File: src/rtl/bus_trigger_engine.sv
module bus_trigger_engine #(
  parameter int AW = 16,
  parameter int DW = 8
) (
  input  logic          clk,
  input  logic          rst_n,
  input  logic          enable,
  input  logic [3:0]    mode,
  input  logic [AW-1:0] cmp_a,
  input  logic [AW-1:0] cmp_b,
  input  logic          qual_a_en,
  input  logic          qual_a_rd,
  input  logic          qual_b_en,
  input  logic          qual_b_rd,
  input  logic          bus_valid,
  input  logic [AW-1:0] bus_addr,
  input  logic [DW-1:0] bus_data,
  input  logic          bus_rd,
  output logic          trig,
  output logic          capture,
  output logic [DW-1:0] capture_data,
  output logic          hit_a,
  output logic          hit_b
);

  localparam logic [3:0] M_A      = 4'd0;
  localparam logic [3:0] M_A_OR_B = 4'd1;
  localparam logic [3:0] M_A_THEN = 4'd2;
  localparam logic [3:0] M_FULL   = 4'd3;
  localparam logic [3:0] M_FULL_N = 4'd4;
  localparam logic [3:0] M_EV_B   = 4'd5;
  localparam logic [3:0] M_EV_AB  = 4'd6;
  localparam logic [3:0] M_IN     = 4'd7;
  localparam logic [3:0] M_OUT    = 4'd8;

  wire rw_ok_a  = !qual_a_en || (bus_rd == qual_a_rd);
  wire rw_ok_b  = !qual_b_en || (bus_rd == qual_b_rd);
  wire match_a  = rw_ok_a && (bus_addr == cmp_a);
  wire match_b  = rw_ok_b && (bus_addr == cmp_b);
  wire data_eq  = (bus_data == cmp_b[DW-1:0]);
  wire in_range = (bus_addr >= cmp_a) && (bus_addr <= cmp_b);
  wire is_event = (mode == M_EV_B) || (mode == M_EV_AB);
  wire live     = enable && bus_valid;

  logic cond;
  always_comb begin
    case (mode)
      M_A:      cond = match_a;
      M_A_OR_B: cond = match_a || match_b;
      M_A_THEN: cond = hit_a && match_b;
      M_FULL:   cond = match_a && data_eq;
      M_FULL_N: cond = match_a && !data_eq;
      M_EV_B:   cond = match_b;
      M_EV_AB:  cond = hit_a && match_b;
      M_IN:     cond = rw_ok_a && in_range;
      M_OUT:    cond = rw_ok_a && !in_range;
      default:  cond = 1'b0;
    endcase
  end

  always_ff @(posedge clk or negedge rst_n) begin
    if (!rst_n) begin
      trig         <= 1'b0;
      capture      <= 1'b0;
      capture_data <= '0;
      hit_a        <= 1'b0;
      hit_b        <= 1'b0;
    end else if (!enable) begin
      trig    <= 1'b0;
      capture <= 1'b0;
      hit_a   <= 1'b0;
      hit_b   <= 1'b0;
    end else begin
      trig    <= bus_valid && cond;
      capture <= bus_valid && cond && is_event;
      if (bus_valid && cond && is_event) capture_data <= bus_data;
      hit_a   <= hit_a || (bus_valid && match_a);
      hit_b   <= hit_b || (bus_valid && match_b);
    end
  end

  a_r1_no_strobe_no_trig: assert property (@(posedge clk) disable iff (!rst_n)
    !live |=> !trig && !capture);

  a_r2_need_prior_a: assert property (@(posedge clk) disable iff (!rst_n)
    (mode == M_A_THEN && !hit_a) |=> !trig);

  a_r4_below_a_not_inside: assert property (@(posedge clk) disable iff (!rst_n)
    (mode == M_IN && bus_addr < cmp_a) |=> !trig);

  a_r5_capture_implies_trig: assert property (@(posedge clk) disable iff (!rst_n)
    capture |-> trig);

  a_r5_capture_only_event: assert property (@(posedge clk) disable iff (!rst_n)
    !is_event |=> !capture);

  a_r7_reserved_silent: assert property (@(posedge clk) disable iff (!rst_n)
    (mode > M_OUT) |=> !trig);

  a_r8_disarm_clears: assert property (@(posedge clk) disable iff (!rst_n)
    !enable |=> !hit_a && !hit_b);

  a_r8_sticky_a: assert property (@(posedge clk) disable iff (!rst_n)
    (hit_a && enable) |=> hit_a);

endmodule

File: config.mk
export PLATFORM = sky130hd
export DESIGN_NAME = bus_trigger_engine
export DESIGN_NICKNAME = d
export VERILOG_FILES = /design/src/rtl/bus_trigger_engine.sv
export SDC_FILE = /design/constraint.sdc
export NUM_CORES = 1
export LEC_CHECK = 0
export ABC_CLOCK_PERIOD_IN_PS = 1900
export BUFFER_PORTS_ARGS = -buffer_cell sky130_fd_sc_hd__buf_2
export CELL_PAD_IN_SITES_DETAIL_PLACEMENT = 1
export CELL_PAD_IN_SITES_GLOBAL_PLACEMENT = 1
export CORE_UTILIZATION = 34
export DETAILED_ROUTE_END_ITERATION = 16
export GPL_TIMING_DRIVEN = 0
export MAX_ROUTING_LAYER = met4
export PLACE_DENSITY_LB_ADDON = 0.2
export REMOVE_ABC_BUFFERS = 1
export SLEW_MARGIN = 20
export SYNTH_ARGS = -nofsm -noshare
export SYNTH_HDL_FRONTEND = slang
export SYNTH_SLANG_ARGS = --single-unit
export TNS_END_PERCENT = 10
File: constraint.sdc
create_clock -name clk -period 1.9 [get_ports clk]
set_input_delay 0.19 -clock clk [delete_from_list [all_inputs] [get_ports clk]]
set_output_delay 0.19 -clock clk [all_outputs]
set_load 0.01 [all_outputs]
==> results of run 1 <==
-- critical path, delay by kind of cell --
family	cells	cell delay, ps
simple gates	4	830
compound gates	1	140
buf+inv	2	150
mux	1	330
fa+ha+maj	1	280
-- timing repair --
| action | CTS | global route |
|---|---|---|
| gates resized for setup | 1 | 4 |
| pin swaps | 0 | 2 |
| buffers inserted | 0 | 0 |
| hold buffers | 1 | 0 |
| hold endpoints to repair | 12 | 0 |
| setup endpoints to repair | 8 | 9 |
-- area by class of cell --
| type | instances | area share |
|---|---|---|
| Tap cell | 50 | 0.0301 |
| Clock buffer | 4 | 0.0265 |
| Inverter | 33 | 0.0596 |
| Multi-Input combinational cell | 129 | 0.542 |
| Timing Repair Buffer | 81 | 0.197 |
| Sequential cell | 12 | 0.144 |
-- metal layers --
metal,global-route usage,wire [um]
met1,0.235,1890
met2,0.340,2160
met3,0.0247,174
met4,0.0230,24
met5,-,0
-- metrics by stage --
stage	utilization	TNS, ps
CTS	0.496	0
detailed placement	0.479	-2280
finish	0.502	0
global placement	0.479	-2180
global route	0.502	0
floorplan	-	0
-- where the power goes --
part           switching, W  internal (W)
combinational      0.000152      0.000144
clock             0.0000895      0.000183
sequential     0.0000000613      0.000256
total              0.000242      0.000583
-- cells by family (layout without fill, tap and decap cells) --
family	count (synthesis)	in the layout
AO/OA/AOI/OAI	33	33
adder cells (fa/ha/maj)	32	32
flip-flops	12	12
multiplexers	8	8
buffers and inverters	33	118
XOR/XNOR	10	10
AND/OR/NAND/NOR	46	46
-- cells in the final DEF (no fill, tap or decap), drive strengths merged, types with 6 or more instances in the layout --
master	Yosys	layout
a21oi	11	11
buf	0	80
dfrtp	12	12
ha	32	32
inv	33	33
mux2	8	8
nand2	9	9
nand3	6	6
nand4	8	8
nor2	8	8
nor2b	6	6
o21ai	7	7
xnor2	8	8
-- registers in the layout (all words and copies together), names as in the netlist --
name	cells
capture	1
capture_data	8
trig	1
hit_b	1
hit_a	1
-- worst max path at each step --
stage	endpoint	depth (start not counted)
3_3_place_gp	capture_data[1]	9
4_1_cts	capture_data[4]	9
6_report	capture_data[6]	9
5_1_grt	capture_data[0]	8
2_1_floorplan	capture_data[0]	9
3_5_place_dp	capture_data[3]	9
==> results.json, run 1 <==
{
  "outcome": "finished, final reports clean",
  "vias": 1527,
  "finalWorstPathRequiredPeriod_ps": 1800,
  "insertion_delay_ps": 240,
  "synth_xor_area_frac": 0.0575,
  "end_kind": "flip-flop",
  "fin_ws_ps": 95.9,
  "synth_top_area_frac": 0.263,
  "reg2reg_from": "hit_a",
  "yosys-top-cells-count": "inv_1 (33), ha_1 (32), dfrtp_1 (12)",
  "critPathSlowestCell": "nor4_4",
  "rsz0062_at_grt": "no",
  "fin_cells": 309,
  "std_cell_rows": 23,
  "core_area_um2": 4140,
  "syn_inst": 174,
  "firstDrtPassIters": 4,
  "synth-edff-count": 0,
  "fillCellCount": 524,
  "ir_drop_mv": 0.217,
  "hpwl_um": 3780,
  "timing.final.crit_share": 0.950,
  "hold_path_end": "capture_data[7]",
  "cpPeakStageDelay_ps": 390,
  "drv_slew": 0,
  "synth_compound_gate_area_share": 0.148,
  "die_w_um": 69.0,
  "htreeDepth": 1,
  "synth_fa_ha_area_frac": 0.263,
  "area_delta_synth_final_pct": 36.4,
  "drc": 0,
  "yosysMostFrequentCell": "inv_1",
  "antenna_found_initial": 0,
  "post-place-ws_ps": -274,
  "synthMuxAreaShare": 0.0788,
  "syn-cell-area_um2": 1520,
  "total_power_w": 0.000825,
  "ant_nets": 0,
  "antenna_cells": 0,
  "critical_path_arrival_ps": 1930,
  "critPathRequiredTime_ps": 2020,
  "synth_area_per_cell_um2": 8.76,
  "yosys.area_share.simple": 0.175,
  "cts_root_buffer": "clkbuf_8",
  "synthArstFlopShare": 1.00,
  "worstReg2RegEnd": "capture_data[6]",
  "grt_usage": 0.191,
  "hold_class": "input pin to flip-flop",
  "timing.final.setup_violations": 0,
  "finalWirelength_um": 4250,
  "cts_tree": "built",
  "hold_viol_final": 0,
  "r2r_cells": 4,
  "grt_pass1_vias": 1509,
  "wire_per_inst_um": 13.7,
  "critical_path.startpoint_type": "input pin",
  "cap_viol_max_count": 0,
  "p_leak_nw": 1.22,
  "slew_headroom": 0.713,
  "rrSetupSlack_ps": 380,
  "holdWs_ps": 205,
  "grt_max_degree": 13,
  "holdPathStages": 2,
  "dp.cells": 304,
  "regArea_um2": 300,
  "cts_sinks": 12,
  "portBuffers": 80,
  "cp-startpoint": "cmp_b[2]",
  "routabilityCongestion": 0.789,
  "synth_top_family_by_area": "adder cells",
  "max_freq_ghz": 0.554,
  "clock_skew_ps": 2.95,
  "power.density_nw_per_um2": 397,
  "ys_seq_elements": 12,
  "synth_flop_cell": "dfrtp_1",
  "crit_chain": "buf_2, inv_1, ha_1, nand4_1, nor4_4, nand2_1, nor2_4, o21ai_4, mux2_4",
  "start_util": 0.368,
  "synth_warnings": 0,
  "cts_buffers": 3,
  "drtIter0Drc": 54,
  "cp_max_fo": 9,
  "worstSetupPathType": "input pin to flip-flop",
  "ios": 81,
  "multi_input_area_um2": 1130,
  "vias_per_cell": 4.94,
  "tightest_slew_ps": 428,
  "synth_cell_types": 33,
  "dpl_cell_area_um2": 1990,
  "grt_pass1_wl_um": 6560,
  "synth-seq-area-share": 0.197,
  "final_area_um2": 2080,
  "hold_start": "bus_data[7]",
  "nets": 361,
  "die_height_um": 69.0,
  "synthTopCellsByArea": "ha_1 (26%), dfrtp_1 (20%), inv_1 (8.1%), mux2_4 (7.9%), xnor2_1 (4.6%)",
  "yosys.area.top_type": "ha_1",
  "drive_gt1_frac": 0.390,
  "clk_pin_slew_ps": 50,
  "grt_overflow": 0,
  "dieArea_um2": 4750,
  "clockBufferDepth": 2
}
No activity file was read; power rests on OpenSTA's default activity.
==> run 2, diff against run 1 <==
--- a/config.mk
+++ b/config.mk
@@ -6,14 +6,14 @@
 export NUM_CORES = 1
 export LEC_CHECK = 0
 export ABC_CLOCK_PERIOD_IN_PS = 1900
-export BUFFER_PORTS_ARGS = -buffer_cell sky130_fd_sc_hd__buf_2
 export CELL_PAD_IN_SITES_DETAIL_PLACEMENT = 1
 export CELL_PAD_IN_SITES_GLOBAL_PLACEMENT = 1
-export CORE_UTILIZATION = 34
+export CORE_UTILIZATION = 39
 export DETAILED_ROUTE_END_ITERATION = 16
+export DONT_BUFFER_PORTS = 1
 export GPL_TIMING_DRIVEN = 0
 export MAX_ROUTING_LAYER = met4
-export PLACE_DENSITY_LB_ADDON = 0.2
+export PLACE_DENSITY_LB_ADDON = 0.08
 export REMOVE_ABC_BUFFERS = 1
 export SLEW_MARGIN = 20
 export SYNTH_ARGS = -nofsm -noshare
==> run 2 against run 1 <==
Compared with the run above: first-iteration DRC count fell by 7.4%; fmax is 4.0% higher; clock skew fell by 0.98 ps; via count shrank 17%; critical path depth shrank 1; core utilization decreased by 5.7 points; die area decreased by 12%; hold slack worse by 120 ps; global-route usage is 0.35 points lower; flip-flop and latch count unchanged; largest power group is now clock.
==> results.json, run 2 (same netlist as run 1, synthesis figures left out) <==
{
  "outcome": "finished, final reports clean",
  "cts_root_buffer": "clkbuf_8",
  "die_height_um": 64.5,
  "antenna_cells": 0,
  "swShare": 0.278,
  "grt_pass1_vias": 1351,
  "cts_tree": "built",
  "rsz0062_at_grt": "no",
  "die_w_um": 64.5,
  "wire_per_inst_um": 16.3,
  "routabilityCongestion": 0.805,
  "ir_drop_mv": 0.177,
  "std_cell_rows": 22,
  "cp-startpoint": "cmp_b[3]",
  "critPathRequiredTime_ps": 2030,
  "critPathSlowestCell": "nor4_4",
  "post-place-ws_ps": -196,
  "vias": 1260,
  "timing.final.crit_share": 0.913,
  "final_cell_mix": "inv_1 (33), ha_1 (32), dfrtp_1 (12)",
  "fin_ws_ps": 166,
  "cts_buffers": 3,
  "crit_chain": "inv_1, ha_1, nand4_1, nor4_4, nand2_1, nor2_2, o21ai_4, mux2_4",
  "nets": 281,
  "core_area_um2": 3720,
  "holdWs_ps": 83.9,
  "final_common_cell": "inv_1",
  "grt_max_degree": 13,
  "cp_top_family": "simple AND/OR/NAND/NOR gates",
  "reg2reg_from": "hit_a",
  "cp_max_fo": 9,
  "drc": 0,
  "timing.final.setup_violations": 0,
  "ant_nets": 0,
  "largest_reg_flops": 8,
  "worstSetupPathType": "input pin to flip-flop",
  "firstDrtPassIters": 3,
  "cap_viol_max_count": 0,
  "final_area_um2": 1650,
  "slew_headroom": 0.648,
  "switchingPower_w": 0.000205,
  "start_util": 0.410,
  "finalWorstPathRequiredPeriod_ps": 1730,
  "tightest_slew_ps": 526,
  "cts_sinks": 12,
  "dpl_cell_area_um2": 1580,
  "vias_per_cell": 5.55,
  "clock_skew_ps": 1.97,
  "internal-power_w": 0.000533,
  "area_delta_synth_final_pct": 8.37,
  "clkPwrFrac": 0.382,
  "max_freq_ghz": 0.577,
  "power.density_nw_per_um2": 447,
  "clockBufferDepth": 2,
  "clk_pin_slew_ps": 50,
  "comb_power_share": 0.271,
  "hold_class": "input pin to flip-flop",
  "critical_path_buf_inv_count": 1,
  "drive_gt1_frac": 0.106,
  "ios": 81,
  "top_register": "capture_data",
  "hpwl_um": 3410,
  "insertion_delay_ps": 240,
  "finalWirelength_um": 3700,
  "grt_overflow": 0,
  "post-route-util": 0.444,
  "drtIter0Drc": 50,
  "setup_tns_ps": 0,
  "power_frac_seq": 0.347,
  "end_kind": "flip-flop",
  "critical_path_arrival_ps": 1860,
  "p_leak_nw": 0.879,
  "dieArea_um2": 4160,
  "fillCellCount": 460,
  "grt_usage": 0.188,
  "portBuffers": 0,
  "hold_start": "enable",
  "hold_viol_final": 0,
  "cpPeakStageDelay_ps": 380,
  "critical_path.startpoint_type": "input pin",
  "drv_slew": 0,
  "grt_pass1_wl_um": 5890,
  "htreeDepth": 1,
  "antenna_found_initial": 0
}
==> run 2: timing repair <==
item                                    CTS  global route
hold buffers                              1             0
resized for setup                         0             1
endpoints found under the hold margin    12             0
setup buffers                             0             0
endpoints found under the setup margin    0             8
==> run 2: area by class of cell <==
type / count / area [um2] / area share
clock buffers: 4 / 55.1 / 0.0333
inverters: 33 / 124 / 0.0750
multi-input cells: 129 / 1100 / 0.667
well taps: 48 / 60.1 / 0.0364
flip-flops and latches: 12 / 300 / 0.182
repair buffers: 1 / 10.0 / 0.00606
==> run 2: power by group through the flow <==
| stage | combinational, W | clock, W | sequential, W |
|---|---|---|---|
| after floorplan | 0.000154 | 0 | 0.000261 |
| after global placement | 0.000182 | 0 | 0.000261 |
| after detailed placement | 0.000196 | 0 | 0.000261 |
| after CTS | 0.000203 | 0.000287 | 0.000256 |
| after global routing | 0.000233 | 0.000300 | 0.000256 |
| final | 0.000200 | 0.000282 | 0.000256 |
==> run 2: metal layers <==
| metal | track usage | vias to the layer above | part of all wire |
|---|---|---|---|
| li1 | - | 621 | - |
| met1 | 0.218 | 586 | 0.43 |
| met2 | 0.322 | 49 | 0.49 |
| met3 | 0.0458 | 4 | 0.071 |
| met4 | 0.0500 | 0 | 0.0076 |
| met5 | - | - | 0 |
==> run 2: per-stage QoR <==
| step | instances | power, W |
|---|---|---|
| 5_1_grt | 227 | 0.000789 |
| 6_report | 227 | 0.000738 |
| 3_3_place_gp | 222 | 0.000443 |
| 3_5_place_dp | 222 | 0.000457 |
| 4_1_cts | 227 | 0.000747 |
| 2_1_floorplan | 174 | 0.000415 |
==> run 2: path summary, 6_finish.rpt <==
check	endpoint	slack, ps	depth (start not counted)
hold / removal	hit_b	80	1
max in group asynchronous	capture_data[7]	1190	1
setup / recovery	capture_data[3]	170	8
hold reg to reg	capture_data[4]	580	1
min in group asynchronous	trig	360	1
setup reg to reg	capture_data[3]	380	4
==> run 3, diff against run 2 <==
--- a/config.mk
+++ b/config.mk
@@ -5,7 +5,7 @@
 export SDC_FILE = /design/constraint.sdc
 export NUM_CORES = 1
 export LEC_CHECK = 0
-export ABC_CLOCK_PERIOD_IN_PS = 1900
+export ABC_CLOCK_PERIOD_IN_PS = 2100
 export CELL_PAD_IN_SITES_DETAIL_PLACEMENT = 1
 export CELL_PAD_IN_SITES_GLOBAL_PLACEMENT = 1
 export CORE_UTILIZATION = 39
==> constraint.sdc (replaced) <==
create_clock -name clk -period 2.1 [get_ports clk]
set_input_delay 0.21 -clock clk [delete_from_list [all_inputs] [get_ports clk]]
set_output_delay 0.21 -clock clk [all_outputs]
set_load 0.01 [all_outputs]
==> run 3 against run 2 <==
Compared with the run above: cell count unchanged; first-iteration DRC count unchanged; clock power decreased by 9.6%; hold slack improved by 20 ps; via count increased by 0.32%; sequential share of layout area about the same; non-clock buffer count unchanged; register-to-register slack improved by 210 ps; combinational power decreased by 9.5%; critical path type unchanged; critical endpoint unchanged; largest power group unchanged.
==> results.json, run 3 (same netlist as run 1, synthesis figures left out) <==
{
  "area_delta_synth_final_pct": 8.21,
  "fin_ws_ps": 244,
  "die_height_um": 64.5,
  "switchingPower_w": 0.000185,
  "clkPwrFrac": 0.382,
  "slew_headroom": 0.648,
  "power_frac_seq": 0.347,
  "cts_buffers": 3,
  "grt_pass1_vias": 1351,
  "post-place-ws_ps": -16.4,
  "start_util": 0.410,
  "firstDrtPassIters": 3,
  "grt_pass1_wl_um": 5890,
  "htreeDepth": 1,
  "ios": 81,
  "crit_chain": "inv_1, ha_1, and4_4, nand2_4, nor4_4, nand2_1, nor2_1, o21ai_4, mux2_4",
  "vias": 1264,
  "finalWorstPathRequiredPeriod_ps": 1860,
  "hold_viol_final": 0,
  "antenna_cells": 0,
  "timing.final.crit_share": 0.884,
  "clockBufferDepth": 2,
  "std_cell_rows": 22,
  "ant_nets": 0,
  "critical_path_arrival_ps": 1980,
  "die_w_um": 64.5,
  "routabilityCongestion": 0.805,
  "end_kind": "flip-flop",
  "critical_path.startpoint_type": "input pin",
  "cpPeakStageDelay_ps": 330,
  "final_cell_mix": "inv_1 (33), ha_1 (32), dfrtp_1 (12)",
  "max_freq_ghz": 0.539,
  "hpwl_um": 3410,
  "power.density_nw_per_um2": 405,
  "fillCellCount": 461,
  "vias_per_cell": 5.57,
  "cp_max_fo": 9,
  "multi_input_area_um2": 1100,
  "cts_sinks": 12,
  "top_register": "capture_data",
  "cts_root_buffer": "clkbuf_8",
  "nets": 281,
  "regArea_um2": 300,
  "worstSetupPathType": "input pin to flip-flop",
  "insertion_delay_ps": 240,
  "grt_overflow": 0,
  "comb_power_share": 0.271,
  "critPathSlowestCell": "mux2_4",
  "critPathRequiredTime_ps": 2230,
  "internal-power_w": 0.000482,
  "wire_per_inst_um": 16.3,
  "drtIter0Drc": 50,
  "clock_skew_ps": 1.84,
  "antenna_found_initial": 0,
  "ir_drop_mv": 0.160,
  "finalWirelength_um": 3700,
  "rsz0062_at_grt": "no",
  "drv_slew": 0,
  "dieArea_um2": 4160,
  "outcome": "finished, final reports clean",
  "largest_reg_flops": 8,
  "critical_path_buf_inv_count": 1,
  "p_leak_nw": 0.879,
  "cap_viol_max_count": 0,
  "hold_class": "input pin to flip-flop",
  "grt_usage": 0.188,
  "grt_max_degree": 13,
  "setup_tns_ps": 0,
  "drive_gt1_frac": 0.101,
  "post_cts_buffers": 0,
  "tightest_slew_ps": 526,
  "cp_top_family": "simple AND/OR/NAND/NOR gates",
  "post-route-util": 0.444,
  "swShare": 0.278,
  "cts_tree": "built",
  "timing.final.setup_violations": 0,
  "final_common_cell": "inv_1",
  "drc": 0,
  "core_area_um2": 3720,
  "portBuffers": 0,
  "clk_pin_slew_ps": 50
}
## run 3: cell counts in the layout (fill, tap and decap cells not counted)
Identical to the previous run, type by type.
## run 3: routing by layer
metal	up-vias	share of wire	global-route usage
li1	623	-	-
met1	588	0.43	0.218
met2	49	0.49	0.322
met3	4	0.071	0.0458
met4	0	0.0076	0.0500
met5	-	0	-
## run 3: worst paths after layout
check / startpoint / endpoint / slack [ps] / cells past startpoint
max: cmp_b[10] / capture_data[3] / 240 / 9
min: enable / hit_b / 100 / 1
max reg2reg: hit_a / capture_data[3] / 590 / 4
min reg2reg: capture_data[4] / capture_data[4] / 580 / 1
max in group asynchronous: rst_n / capture_data[7] / 1370 / 1
min in group asynchronous: rst_n / trig / 380 / 1
## run 3: area by class of cell
type                            instances  area share
Clock buffer                            4      0.0334
Timing Repair Buffer                    1     0.00607
Sequential cell                        12       0.182
Inverter                               33      0.0751
Tap cell                               48      0.0364
Multi-Input combinational cell        129       0.667
## run 3: through the flow
| step | power, W | cell area [um2] | instances | hold slack (ps) |
|---|---|---|---|---|
| finish | 0.000667 | 1650 | 227 | 104 |
| global route | 0.000714 | 1650 | 227 | 103 |
| CTS | 0.000676 | 1650 | 227 | 104 |
| detailed placement | 0.000413 | 1580 | 222 | -85.4 |
| global placement | 0.000400 | 1580 | 222 | -85.4 |
| floorplan | 0.000375 | 1520 | 174 | -85.6 |
## run 3: what timing repair did
| item | CTS | global route |
|---|---|---|
| resized for setup | 0 | 0 |
| hold buffers | 1 | 0 |
| hold endpoints to repair | 12 | 0 |
## run 3: power groups by stage
stage,sequential [W],clock [W],combinational (W)
2_1_floorplan,0.000236,0,0.000139
3_3_place_gp,0.000236,0,0.000164
3_5_place_dp,0.000236,0,0.000177
4_1_cts,0.000232,0.000260,0.000184
5_1_grt,0.000232,0.000272,0.000210
6_report,0.000232,0.000255,0.000181
